**config.mk**
```make
export PLATFORM = sky130hd
export DESIGN_NAME = acpi_power_sequencer
export DESIGN_NICKNAME = d
export VERILOG_FILES = /design/src/rtl/seq_pkg.sv /design/src/rtl/seq_in_sync.sv /design/src/rtl/seq_timer.sv /design/src/rtl/seq_outputs.sv /design/src/rtl/acpi_power_sequencer.sv
export SDC_FILE = /design/constraint.sdc
export NUM_CORES = 1
export LEC_CHECK = 0
export ABC_AREA = 1
export BUFFER_PORTS_ARGS = -buffer_cell sky130_fd_sc_hd__buf_2
export CAP_MARGIN = 25
export CORE_UTILIZATION = 40
export CTS_BUF_LIST = sky130_fd_sc_hd__clkbuf_16
export DETAILED_ROUTE_END_ITERATION = 16
export GPL_ROUTABILITY_DRIVEN = 0
export PLACE_DENSITY = 0.62
export SLEW_MARGIN = 20
export SYNTH_ARGS = -nofsm -noshare
export SYNTH_HDL_FRONTEND = slang
export SYNTH_SLANG_ARGS = --single-unit
export TNS_END_PERCENT = 50
```
**constraint.sdc**
```tcl
create_clock -name clk -period 4.3 [get_ports clk]
set_input_delay 1.075 -clock clk [delete_from_list [all_inputs] [get_ports clk]]
set_output_delay 1.075 -clock clk [all_outputs]
set_load 0.02 [all_outputs]
```
**src/rtl/seq_pkg.sv**
```systemverilog
package seq_pkg;
    localparam int NUM_RAILS = 5;
    localparam int RAIL_MEM  = 0;
    localparam int RAIL_CORE = 1;
    localparam int RAIL_TERM = 2;
    localparam int RAIL_IO   = 3;
    localparam int RAIL_MTT  = 4;

    typedef enum logic [2:0] {
        ST_OFF       = 3'd0,
        ST_AMP_RST   = 3'd1,
        ST_RAMP_MEM  = 3'd2,
        ST_RAMP_CORE = 3'd3,
        ST_RAMP_TERM = 3'd4,
        ST_RAMP_MTT  = 3'd5,
        ST_ACTIVE    = 3'd6,
        ST_SLEEP     = 3'd7
    } seq_state_e;
endpackage

```
**src/rtl/seq_in_sync.sv**
```systemverilog
module seq_in_sync #(
    parameter int W = 4,
    parameter int N = 2
) (
    input  logic         clk,
    input  logic         rst_n,
    input  logic [W-1:0] d,
    output logic [W-1:0] q
);
    logic [W-1:0] stg [N];

    genvar g;
    generate
        for (g = 0; g < N; g++) begin : g_stage
            always_ff @(posedge clk or negedge rst_n) begin
                if (!rst_n) begin
                    stg[g] <= '0;
                end else begin
                    if (g == 0) stg[g] <= d;
                    else        stg[g] <= stg[(g == 0) ? 0 : g-1];
                end
            end
        end
    endgenerate

    assign q = stg[N-1];
endmodule

```
**src/rtl/seq_timer.sv**
```systemverilog
module seq_timer #(
    parameter int CW = 8
) (
    input  logic          clk,
    input  logic          rst_n,
    input  logic          clr,
    input  logic [CW-1:0] limit,
    output logic          done
);
    logic [CW-1:0] cnt;

    always_ff @(posedge clk or negedge rst_n) begin
        if (!rst_n)             cnt <= '0;
        else if (clr)           cnt <= '0;
        else if (cnt != '1)     cnt <= cnt + 1'b1;
    end

    assign done = (cnt == limit);
endmodule

```
**src/rtl/seq_outputs.sv**
```systemverilog
module seq_outputs
    import seq_pkg::*;
(
    input  seq_state_e             state,
    input  logic                   mem_on,
    input  logic                   term_ok,
    output logic [NUM_RAILS-1:0]   rail_en,
    output logic                   amp_reset,
    output logic                   vtt_ref_short,
    output logic                   pgood_pull_low
);
    always_comb begin
        rail_en          = '0;
        rail_en[RAIL_MEM] = mem_on;
        amp_reset        = 1'b0;
        pgood_pull_low   = 1'b1;
        unique case (state)
            ST_OFF:       rail_en = '0;
            ST_AMP_RST:   amp_reset = 1'b1;
            ST_RAMP_MEM:  ;
            ST_RAMP_CORE: rail_en[RAIL_CORE] = 1'b1;
            ST_RAMP_TERM: begin
                rail_en[RAIL_CORE] = 1'b1;
                rail_en[RAIL_TERM] = 1'b1;
                rail_en[RAIL_IO]   = 1'b1;
            end
            ST_RAMP_MTT:  rail_en[NUM_RAILS-1:1] = '1;
            ST_ACTIVE: begin
                rail_en[NUM_RAILS-1:1] = '1;
                pgood_pull_low = !term_ok;
            end
            ST_SLEEP:     ;
            default:      rail_en = '0;
        endcase
        vtt_ref_short = !rail_en[RAIL_MTT];
    end
endmodule

```
**src/rtl/acpi_power_sequencer.sv**
```systemverilog
module acpi_power_sequencer
    import seq_pkg::*;
#(
    parameter int SS_CYCLES   = 2048,
    parameter int RESET_SS    = 3,
    parameter int SYNC_STAGES = 2
) (
    input  logic                 clk,
    input  logic                 rst_n,
    input  logic                 slp_s3_n,
    input  logic                 slp_s5_n,
    input  logic                 sby_por_ok,
    input  logic                 p12_por_ok,
    input  logic [NUM_RAILS-1:0] rail_ok,
    output logic [NUM_RAILS-1:0] rail_en,
    output logic                 amp_reset,
    output logic                 vtt_ref_short,
    output logic                 pgood_pull_low,
    output logic [2:0]           state_code
);
    localparam int RST_LEN = RESET_SS * SS_CYCLES;
    localparam int CW      = $clog2(RST_LEN + 1);
    localparam logic [CW-1:0] RST_LIM = CW'(RST_LEN - 1);
    localparam logic [CW-1:0] SS_LIM  = CW'(SS_CYCLES - 1);

    logic [3:0] sync_q;
    logic s3_n, s5_n, sby_ok, p12_ok;

    seq_in_sync #(.W(4), .N(SYNC_STAGES)) u_sync (
        .clk   (clk),
        .rst_n (rst_n),
        .d     ({slp_s3_n, slp_s5_n, sby_por_ok, p12_por_ok}),
        .q     (sync_q)
    );
    assign {s3_n, s5_n, sby_ok, p12_ok} = sync_q;

    seq_state_e    state, nxt;
    logic          mem_on;
    logic          tmr_done;
    logic [CW-1:0] tmr_lim;

    assign tmr_lim = (state == ST_AMP_RST) ? RST_LIM : SS_LIM;

    seq_timer #(.CW(CW)) u_tmr (
        .clk   (clk),
        .rst_n (rst_n),
        .clr   (nxt != state),
        .limit (tmr_lim),
        .done  (tmr_done)
    );

    // next-state decode
    always_comb begin
        nxt = state;
        if (!sby_ok || !s5_n) begin
            nxt = ST_OFF;
        end else begin
            unique case (state)
                ST_OFF, ST_SLEEP: if (s3_n && p12_ok) nxt = ST_AMP_RST;
                ST_AMP_RST, ST_RAMP_MEM, ST_RAMP_CORE,
                ST_RAMP_TERM, ST_RAMP_MTT, ST_ACTIVE: begin
                    if (!s3_n || !p12_ok) begin
                        nxt = ST_SLEEP;
                    end else begin
                        unique case (state)
                            ST_AMP_RST:   if (tmr_done) nxt = mem_on ? ST_RAMP_CORE : ST_RAMP_MEM;
                            ST_RAMP_MEM:  if (rail_ok[RAIL_MEM]) nxt = ST_RAMP_CORE;
                            ST_RAMP_CORE: if (rail_ok[RAIL_CORE]) nxt = ST_RAMP_TERM;
                            ST_RAMP_TERM: if (rail_ok[RAIL_TERM] && rail_ok[RAIL_IO]) nxt = ST_RAMP_MTT;
                            ST_RAMP_MTT:  if (tmr_done) nxt = ST_ACTIVE;
                            default:      nxt = state;
                        endcase
                    end
                end
                default: nxt = ST_OFF;
            endcase
        end
    end

    // state register and memory-rail latch
    always_ff @(posedge clk or negedge rst_n) begin
        if (!rst_n) begin
            state  <= ST_OFF;
            mem_on <= 1'b0;
        end else begin
            state <= nxt;
            if (nxt == ST_OFF)           mem_on <= 1'b0;
            else if (nxt == ST_RAMP_MEM) mem_on <= 1'b1;
        end
    end

    seq_outputs u_out (
        .state          (state),
        .mem_on         (mem_on),
        .term_ok        (rail_ok[RAIL_TERM]),
        .rail_en        (rail_en),
        .amp_reset      (amp_reset),
        .vtt_ref_short  (vtt_ref_short),
        .pgood_pull_low (pgood_pull_low)
    );

    assign state_code = state;
endmodule

```
; ---- After elaboration in Yosys (flattened, before gate mapping)
; Index checks and enable logic that the tools add are counted.
[classes]
reduce_logical = 19
n_addsub = 1
n_mux = 22
n_eq_ne = 11
[op_table]
columns = op, n
row1 = $mux W13, 3
row2 = $mux W3, 8
row3 = $pmux W3 S5, 1
row4 = $add A13 B1 Y13 const B, 1
row5 = $eq A13 B13 Y1, 1
row6 = $ne A13 B13 Y1 const B, 1
row7 = $eq A3 B3 Y1 const B, 4
row8 = $eq A3 B2 Y1 const B, 3
row9 = $mux W1, 8
row10 = $logic_not A1 Y1, 6
row11 = $logic_not A3 Y1, 2
row12 = $pmux W3 S2, 1
row13 = $reduce_or A6 Y1, 1
row14 = $reduce_bool A2 Y1, 2
row15 = $reduce_or A2 Y1, 2
row16 = $reduce_or A4 Y1, 1
row17 = $eq A3 B1 Y1 const B, 1
row18 = $ne A3 B3 Y1, 1
row19 = $reduce_or A3 Y1, 1
row20 = $logic_and A1 B1 Y1, 2
row21 = $logic_or A1 B1 Y1, 2
row22 = $mux W2, 1
[word_totals]
out_inout_bits = 11
regBits = 25
in_bits = 11
wordCells = 58

; ---- Longest topological paths before layout
; Gate-level depths: netlist (run 1).
[logic_depth]
ltp_word = 11
ltp_mapped = 13
mapped_depth_nobuf = 11

; ---- Modules after synthesis
; A second synthesis (run 1) with hierarchy kept.
[hier_totals]
hier_cells = 239
area_unflattened_um2 = 1685.4
[by_module_without_submodules]
columns = module, area_per_inst_um2, cells_each, seq_area_each_um2, instances
row1 = seq_timer, 962.2, 144, 325.3, 1
row2 = acpi_power_sequencer, 417.9, 67, 100.1, 1
row3 = seq_in_sync, 230.2, 12, 200.2, 1
row4 = seq_outputs, 75.1, 16, 0.0, 1

; ---- Worst setup path after synthesis (run 1)
; Ideal clock, no wire load.
[synth_path]
kind = reg-to-output
from = reg state[1], in the netlist state_code[1]
to = out rail_en[4]
stages_incl_launch_ff = 7
arrival_time_ps = 1597
path_buffers = 1
required_time_ps = 3225
slack_ps = 1628
path_cell_list = dfrtp_1 -> buf_6 -> nand2_2 -> inv_1 -> nor2_1 -> nand2_1 -> inv_1
[synth_via]
elab_chain_len = 3
elab_cells_between_ends = 4
cone_classes = eq/ne: 2 / mux: 1 / reduce/logical: 1
[synth_rtl]
columns = element, line_no
row1 = start: declaration, acpi_power_sequencer.sv:37  ; seq_state_e state, nxt;
row2 = start signal: assignment, acpi_power_sequencer.sv:86  ; state <= nxt;
row3 = $eq A3 B3 Y1, seq_outputs.sv:17  ; unique case (state)
row4 = $reduce_or A2 Y1 (no source line) *, --
row5 = $mux W1 *, seq_outputs.sv:17
row6 = end: declaration, acpi_power_sequencer.sv:15  ; output logic [NUM_RAILS-1:0] rail_en,
; Mark *: on every way between the ends. The rest lies on a longest branch, timed or not.

; ---- Worst setup path after layout (run 1)
[layout_path]
from = reg state[1], in the netlist state_code[1]
to = out rail_en[1]
[layout_via]
elab_chain_len = 3
elab_cells_between_ends = 6
cone_classes = eq/ne: 4 / mux: 1 / reduce/logical: 1
[layout_rtl]
columns = element, line_no
row1 = $eq A3 B2 Y1 / $eq A3 B3 Y1 (equally long branches), seq_outputs.sv:17
row2 = $reduce_or A4 Y1 (no source line) *, --
row3 = $mux W1 *, seq_outputs.sv:17
; Marked as above.

==> results of run 1 <==
worst max-delay path: stages, from the launching register on:
cell,delay [ns]
dfrtp_1,0.58
nand2_2,0.14
inv_1,0.07
nor2_1,0.06
or2_2,0.27
buf_2,0.16
routing by layer:
metal / vias to the layer above / share of wire [%] / global-route usage (%) / routed length (um)
li1: 621 / - / - / -
met1: 550 / 51 / 21.7 / 1410
met4: 0 / 1.9 / 6.98 / 51
met3: 6 / 3.7 / 2.74 / 103
met5: - / 0 / 0 / 0
met2: 27 / 43 / 22.8 / 1190
state kept, by name (all words and copies together) (netlist names):
name        flops
mem_on          1
state_code      3
u_sync.stg      4
u_sync.q        4
u_tmr.cnt      13
path summary, 6_finish.rpt:
check	from	to	slack, ns	depth (start not counted)
worst min-delay path	u_sync.stg[5]	u_sync.q[1]	0.35	0
worst max-delay path	state_code[1]	rail_en[1]	1.68	5
min in group asynchronous	rst_n	u_sync.stg[7]	0.79	1
worst max register to register	state_code[1]	u_tmr.cnt[2]	2.15	10
max in group asynchronous	rst_n	u_tmr.cnt[8]	3.15	1
worst min register to register	u_sync.stg[5]	u_sync.q[1]	0.35	0
report_power, final:
part           switching [mW]  internal [mW]
registers              0.0176          0.259
logic                  0.0597         0.0413
clock network          0.0853          0.126
Yosys cell counts (3+ instances only):
master	n	share of area (%)
nor3_2	10	6.8
nand2_2	5	2.1
o21ai_0	7	2.4
nor3_1	4	1.4
nand3_2	3	2.0
nor2_1	13	3.3
nand4_1	8	3.4
dfrtp_1	25	43
nand3_1	13	4.4
nand2_1	37	9.5
inv_2	3	0.77
inv_1	30	7.7
cell families (layout without fill, tap and decap cells):
family,Yosys count,in the layout,share of synthesized area (%)
simple gates,97,97,35.0
flops,25,25,42.6
fa+ha+maj,1,1,0.852
xor+xnor,4,4,2.39
compound gates,16,16,6.65
mux,1,1,0.682
buf+inv,38,58,11.8
through the flow:
step	cell area [um2]	hold slack, ns	util (%)	total power, mW	setup slack (ns)
floorplan	1470	0.331	-	0.360	1.63
CTS	1660	0.351	48.7	0.595	1.69
detailed placement	1580	0.336	46.3	0.382	1.78
global route	1660	0.354	48.7	0.623	1.61
finish	1660	0.348	48.7	0.589	1.68
global placement	1580	0.332	46.3	0.380	1.79
layout make-up:
cell class,count,area (um2),share of cell area (%)
Multi-Input combinational cell,119,669,40.3
Sequential cell,25,626,37.6
Inverter,34,128,7.67
Timing Repair Buffer,20,100,6.02
Clock buffer,3,75.1,4.51
Tap cell,46,57.6,3.46
Clock inverter,1,7.51,0.451
==> results.json, run 1 <==
{
  "fmax_mhz": 382,
  "cts_setup_buffers": 0,
  "grt_pass1_vias": 1045,
  "cellLeakagePower_nw": 0.827,
  "finClkSkew_ns": 0.00311,
  "wl_per_cell_um": 11.1,
  "synthFlopType": "dfrtp_1",
  "clk-insertion-delay-late_ns": 0.26,
  "cap_violations": 0,
  "synthesis.area_um2": 1470,
  "crit_required_ns": 3.22,
  "drive_above_1_share_pct": 25.2,
  "yosysWarnings": 0,
  "grt_usage_pct": 15.4,
  "die_w_um": 62.6,
  "grt_pass1_wl_um": 4720,
  "critPathKind": "flip-flop to output port",
  "tns_ns": 0,
  "cts_resized": 0,
  "synth_nets": 194,
  "hold_class": "flip-flop to flip-flop",
  "power_per_cell_area_nw_per_um2": 354,
  "cts-buffers-inserted": 3,
  "antenna_found_initial": 0,
  "start_kind": "flip-flop",
  "post-route-period-util_pct": 60.9,
  "cts_tree": "yes",
  "crit_arrival_ns": 1.54,
  "fillCellCount": 361,
  "drt_iter0_markers": 35,
  "dp.cells": 244,
  "clockRootBuffer": "clkbuf_16",
  "end_kind": "output port",
  "std_cell_rows": 21,
  "ys_seq_elements": 25,
  "status": "complete, no violations",
  "drc": 0,
  "wirelength_um": 2760,
  "cts_max_path_buffers": 2,
  "slew_viol_final": 0,
  "synth_edf_count": 0,
  "io_buffers": 20,
  "antenna_left": 0,
  "syn_to_final_growth_pct": 13.3,
  "start_util_pct": 43.0,
  "hold_viol_final": 0,
  "core_area_um2": 3420,
  "syn_inst": 182,
  "ctsHoldBuffers": 0,
  "path_clk_slew_ns": 0.06,
  "grt_overflow": 0,
  "die-height_um": 62.6,
  "nets": 215,
  "ios": 22,
  "synth.distinct_cells": 30,
  "hpwl_um": 1980,
  "vias": 1204,
  "vdd_ir_drop_max_mv": 0.259,
  "setup_viol": 0,
  "cp_max_fo": 9,
  "final_common_cell": "nand2_1",
  "rsz0062_at_grt": "no",
  "mostFrequentLayoutCells": "nand2_1 (37), inv_1 (30), dfrtp_1 (25)",
  "grt_max_degree": 26,
  "fin_cells": 248,
  "yosysSeqAreaShare_pct": 42.6,
  "worst_pin_slew_ns": 0.542,
  "htreeDepth": 1,
  "diodes": 0,
  "cts_sinks": 25,
  "firstDrtPassIters": 4,
  "async_reset_ff_share_pct": 100,
  "period_needed_ns": 2.62,
  "postSynthAreaPerCell_um2": 8.06,
  "via_per_inst": 4.85,
  "die_area_um2": 3920,
  "slew_headroom_pct": 63.9
}
Power figures use the tool's default switching activity.
==> run 2, diff against run 1 <==
--- a/config.mk
+++ b/config.mk
@@ -12,7 +12,7 @@
 export CTS_BUF_LIST = sky130_fd_sc_hd__clkbuf_16
 export DETAILED_ROUTE_END_ITERATION = 16
 export GPL_ROUTABILITY_DRIVEN = 0
-export PLACE_DENSITY = 0.62
+export PLACE_DENSITY = 0.65
 export SLEW_MARGIN = 20
 export SYNTH_ARGS = -nofsm -noshare
 export SYNTH_HDL_FRONTEND = slang
==> constraint.sdc (replaced) <==
create_clock -name clk -period 2.3 [get_ports clk]
set_input_delay 0.575 -clock clk [delete_from_list [all_inputs] [get_ports clk]]
set_output_delay 0.575 -clock clk [all_outputs]
set_load 0.02 [all_outputs]
==> results.json, run 2 (synthesis results as in run 1) <==
{
  "grt_usage_pct": 15.7,
  "drt_iter0_markers": 56,
  "drive_above_1_share_pct": 25.6,
  "grt_overflow": 0,
  "top_register": "u_tmr.cnt",
  "cts_resized": 0,
  "cp_max_fo": 9,
  "core_area_um2": 3420,
  "setup_viol": 0,
  "slew_headroom_pct": 63.8,
  "nets": 216,
  "io_buffers": 20,
  "post-route-period-util_pct": 88.5,
  "power_per_cell_area_nw_per_um2": 657,
  "path_clk_slew_ns": 0.06,
  "largest_reg_flops": 13,
  "grt_pass1_vias": 1167,
  "die_w_um": 62.6,
  "period_needed_ns": 2.04,
  "start_kind": "flip-flop",
  "hold_class": "input pin to async pin",
  "hpwl_um": 1990,
  "crit_chain": "inv_2 -> nor2_1 -> or2_2 -> buf_2",
  "clk-insertion-delay-late_ns": 0.26,
  "tns_ns": 0,
  "grt_max_degree": 26,
  "cp_slowest_cell": "dfrtp_1",
  "cts_tree": "yes",
  "critPathTopFamily": "flip-flops",
  "finClkSkew_ns": 0.00195,
  "ios": 22,
  "crit_arrival_ns": 1.46,
  "wirelength_um": 2620,
  "hold_viol_final": 0,
  "std_cell_rows": 21,
  "crit_required_ns": 1.73,
  "drc": 0,
  "vias": 1199,
  "cts-buffers-inserted": 3,
  "cts_sinks": 25,
  "ctsHoldBuffers": 0,
  "antenna_left": 0,
  "firstDrtPassIters": 4,
  "worst_pin_slew_ns": 0.542,
  "clockRootBuffer": "clkbuf_16",
  "die_area_um2": 3920,
  "final_common_cell": "nand2_1",
  "whs_ns": 0.295,
  "timing.final.ws_setup_ns": 0.263,
  "grt_pass1_wl_um": 4970,
  "htreeDepth": 1,
  "via_per_inst": 4.82,
  "cts_max_path_buffers": 2,
  "mostFrequentLayoutCells": "nand2_1 (37), inv_1 (30), dfrtp_1 (25)",
  "die-height_um": 62.6,
  "end_kind": "output port",
  "slew_viol_final": 0,
  "wl_per_cell_um": 10.5,
  "multiInputGateArea_um2": 669,
  "regArea_um2": 626,
  "antenna_found_initial": 0,
  "place_ws_ns": 0.315,
  "status": "complete, no violations",
  "critPathMaxStageDelay_ns": 0.47,
  "fillCellCount": 355,
  "cellLeakagePower_nw": 0.837,
  "fmax_mhz": 491,
  "crit_buf_inv": 2,
  "syn_to_final_growth_pct": 13.9,
  "cts_setup_buffers": 0,
  "rsz0062_at_grt": "no",
  "diodes": 0,
  "critPathKind": "flip-flop to output port",
  "cap_violations": 0,
  "start_util_pct": 43.0,
  "vdd_ir_drop_max_mv": 0.552
}
==> run 2: changes by cell type in the layout (fill, tap and decap cells not counted) <==
cell        delta
clkinvlp_4     -1
inv_6          +1
buf_4          +1
==> run 2: worst reg2reg max path: cells and delay by family (launching register included) <==
family	cells	cell delay, ns
AOI/OAI and AO/OA	1	0.12
and+or+nand+nor	7	1.10
DFF	1	0.47
buffers and inverters	1	0.20
==> run 2: stage by stage <==
stage               instances  utilization [%]  power (mW)  instance area (um2)
floorplan                 182                -       0.673                 1470
global placement          245             46.5       0.710                 1590
detailed placement        245             46.5       0.712                 1590
CTS                       249             48.9        1.11                 1670
global route              249             48.9        1.16                 1670
finish                    249             48.9        1.10                 1670
==> run 2: metal layers <==
layer / share of wire, % / global-route usage [%]
met1: 51 / 21.4
met2: 45 / 24.7
met4: 1.4 / 5.81
met5: 0 / 0
met3: 2.7 / 2.74
==> run 2: cell type report <==
cell class                 instances  area share (%)
inverter                          34            7.63
clock inverter                     1           0.524
tap                               46            3.44
clock buffer                       3            4.49
timing repair buffer              21            6.44
sequential                        25            37.4
multi-input combinational        119            40.0
==> run 2: power breakdown <==
group	total [mW]	switching [mW]	internal [mW]	leakage, nW
registers	0.514	0.0305	0.484	0.325
clock network	0.396	0.156	0.240	0.0415
logic	0.189	0.111	0.0778	0.471
total	1.10	0.297	0.801	0.837
==> run 2: path summary, 6_finish.rpt <==
kind / start / to / slack [ns] / depth (start not counted)
worst max-delay path: state_code[2] / rail_en[1] / 0.26 / 4
worst min-delay path: rst_n / u_sync.stg[4] / 0.30 / 1
worst max register to register: state_code[2] / u_tmr.cnt[1] / 0.33 / 9
worst min register to register: u_sync.stg[5] / u_sync.q[1] / 0.35 / 0
max in group asynchronous: rst_n / u_tmr.cnt[9] / 1.65 / 1
min in group clk: u_sync.stg[5] / u_sync.q[1] / 0.35 / 0
==> run 3, diff against run 2 <==
--- a/config.mk
+++ b/config.mk
@@ -8,6 +8,7 @@
 export ABC_AREA = 1
 export BUFFER_PORTS_ARGS = -buffer_cell sky130_fd_sc_hd__buf_2
 export CAP_MARGIN = 25
+export CORE_ASPECT_RATIO = 1.2
 export CORE_UTILIZATION = 40
 export CTS_BUF_LIST = sky130_fd_sc_hd__clkbuf_16
 export DETAILED_ROUTE_END_ITERATION = 16
==> results.json, run 3 (synthesis results as in run 1) <==
{
  "status": "finished with violations",
  "violations": "design-rule violations",
  "clockRootBuffer": "clkbuf_16",
  "fmax_mhz": 477,
  "ctsHoldBuffers": 0,
  "period_needed_ns": 2.09,
  "slew_viol_final": 0,
  "path_clk_slew_ns": 0.06,
  "mostFrequentLayoutCells": "nand2_1 (37), inv_1 (30), dfrtp_1 (25)",
  "via_per_inst": 4.92,
  "final_common_cell": "nand2_1",
  "multiInputGateArea_um2": 669,
  "rsz0062_at_grt": "no",
  "slew_headroom_pct": 64.9,
  "grt_max_degree": 26,
  "post-route-period-util_pct": 91.1,
  "power_per_cell_area_nw_per_um2": 654,
  "fillCellCount": 335,
  "crit_required_ns": 1.73,
  "cts_resized": 0,
  "cts_max_path_buffers": 2,
  "cts_tree": "yes",
  "core_area_um2": 3420,
  "drc": 4,
  "largest_reg_flops": 13,
  "tns_ns": 0,
  "top_layer_used": "met4",
  "cts-buffers-inserted": 3,
  "cts_sinks": 25,
  "placed_area_um2": 1580,
  "diodes": 0,
  "antenna_found_initial": 0,
  "met2_length_um": 1310,
  "setup_viol": 0,
  "dr_wl_met3_um": 64,
  "die_w_um": 57.3,
  "ios": 22,
  "timing.final.ws_setup_ns": 0.205,
  "cap_violations": 0,
  "die_area_um2": 3920,
  "grt_pass1_wl_um": 4830,
  "grt_pass1_vias": 1152,
  "worst_pin_slew_ns": 0.526,
  "firstDrtPassIters": 10,
  "top_register": "u_tmr.cnt",
  "hpwl_um": 1970,
  "grt_usage_pct": 16.2,
  "wirelength_um": 2620,
  "crit_arrival_ns": 1.52,
  "wl_per_cell_um": 10.9,
  "end_kind": "output port",
  "wl_met1_um": 1150,
  "clk-insertion-delay-late_ns": 0.26,
  "start_kind": "flip-flop",
  "start_util_pct": 42.9,
  "cp_max_fo": 9,
  "critPathKind": "flip-flop to output port",
  "stdcell_area_um2": 1660,
  "cts_setup_buffers": 0,
  "place_ws_ns": 0.345,
  "hold_class": "input pin to async pin",
  "vdd_ir_drop_max_mv": 0.397,
  "regArea_um2": 626,
  "htreeDepth": 1,
  "syn_to_final_growth_pct": 12.9,
  "grt_overflow": 0,
  "die-height_um": 68.4,
  "nets": 216,
  "finClkSkew_ns": 0.00405,
  "drive_above_1_share_pct": 25.6,
  "io_buffers": 20,
  "hold_viol_final": 0,
  "drt_iter0_markers": 64,
  "cellLeakagePower_nw": 0.836,
  "std_cell_rows": 23,
  "antenna_left": 0,
  "vias": 1181
}
-- run 3: worst paths after layout --
check	from	slack, ns	depth (start not counted)	end
setup / recovery	state_code[1]	0.21	5	rail_en[1]
hold / removal	rst_n	0.29	1	u_sync.stg[4]
setup reg to reg	state_code[1]	0.34	11	u_tmr.cnt[0]
hold reg to reg	u_sync.stg[4]	0.35	0	u_sync.q[0]
max in group asynchronous	rst_n	1.66	1	u_tmr.cnt[8]
min in group clk	u_sync.stg[4]	0.35	0	u_sync.q[0]
-- run 3: report_power, final --
group | switching (mW) | internal, mW
registers | 0.0326 | 0.484
logic | 0.108 | 0.0799
clock network | 0.145 | 0.234
-- run 3: routing by layer --
layer / up-vias / GRT usage [%]
met4: 0 / 10.4
met3: 7 / 1.13
li1: 624 / -
met5: - / 0
met1: 527 / 17.9
met2: 23 / 30.3
-- run 3: worst max-delay path: stages, from the launching register on --
cell     delay, ns
dfrtp_1       0.57
nand2_2       0.14
inv_1         0.07
nor2_1        0.05
or2_2         0.27
buf_2         0.16
-- run 3: area by class of cell --
cell class                      instances  area share (%)
Inverter                               34            7.70
Clock inverter                          1           0.302
Timing Repair Buffer                   21            6.50
Multi-Input combinational cell        119            40.4
Sequential cell                        25            37.8
Clock buffer                            3            4.53
Tap cell                               37            2.79
-- run 3: metrics by stage --
step           cells  util (%)  power [mW]  hold WS, ns
5_1_grt          240      48.4        1.15        0.329
3_5_place_dp     236      46.0       0.715        0.335
3_3_place_gp     236      46.0       0.712        0.333
4_1_cts          240      48.4        1.10        0.310
6_report         240      48.4        1.08        0.287
2_1_floorplan    182         -       0.673        0.279
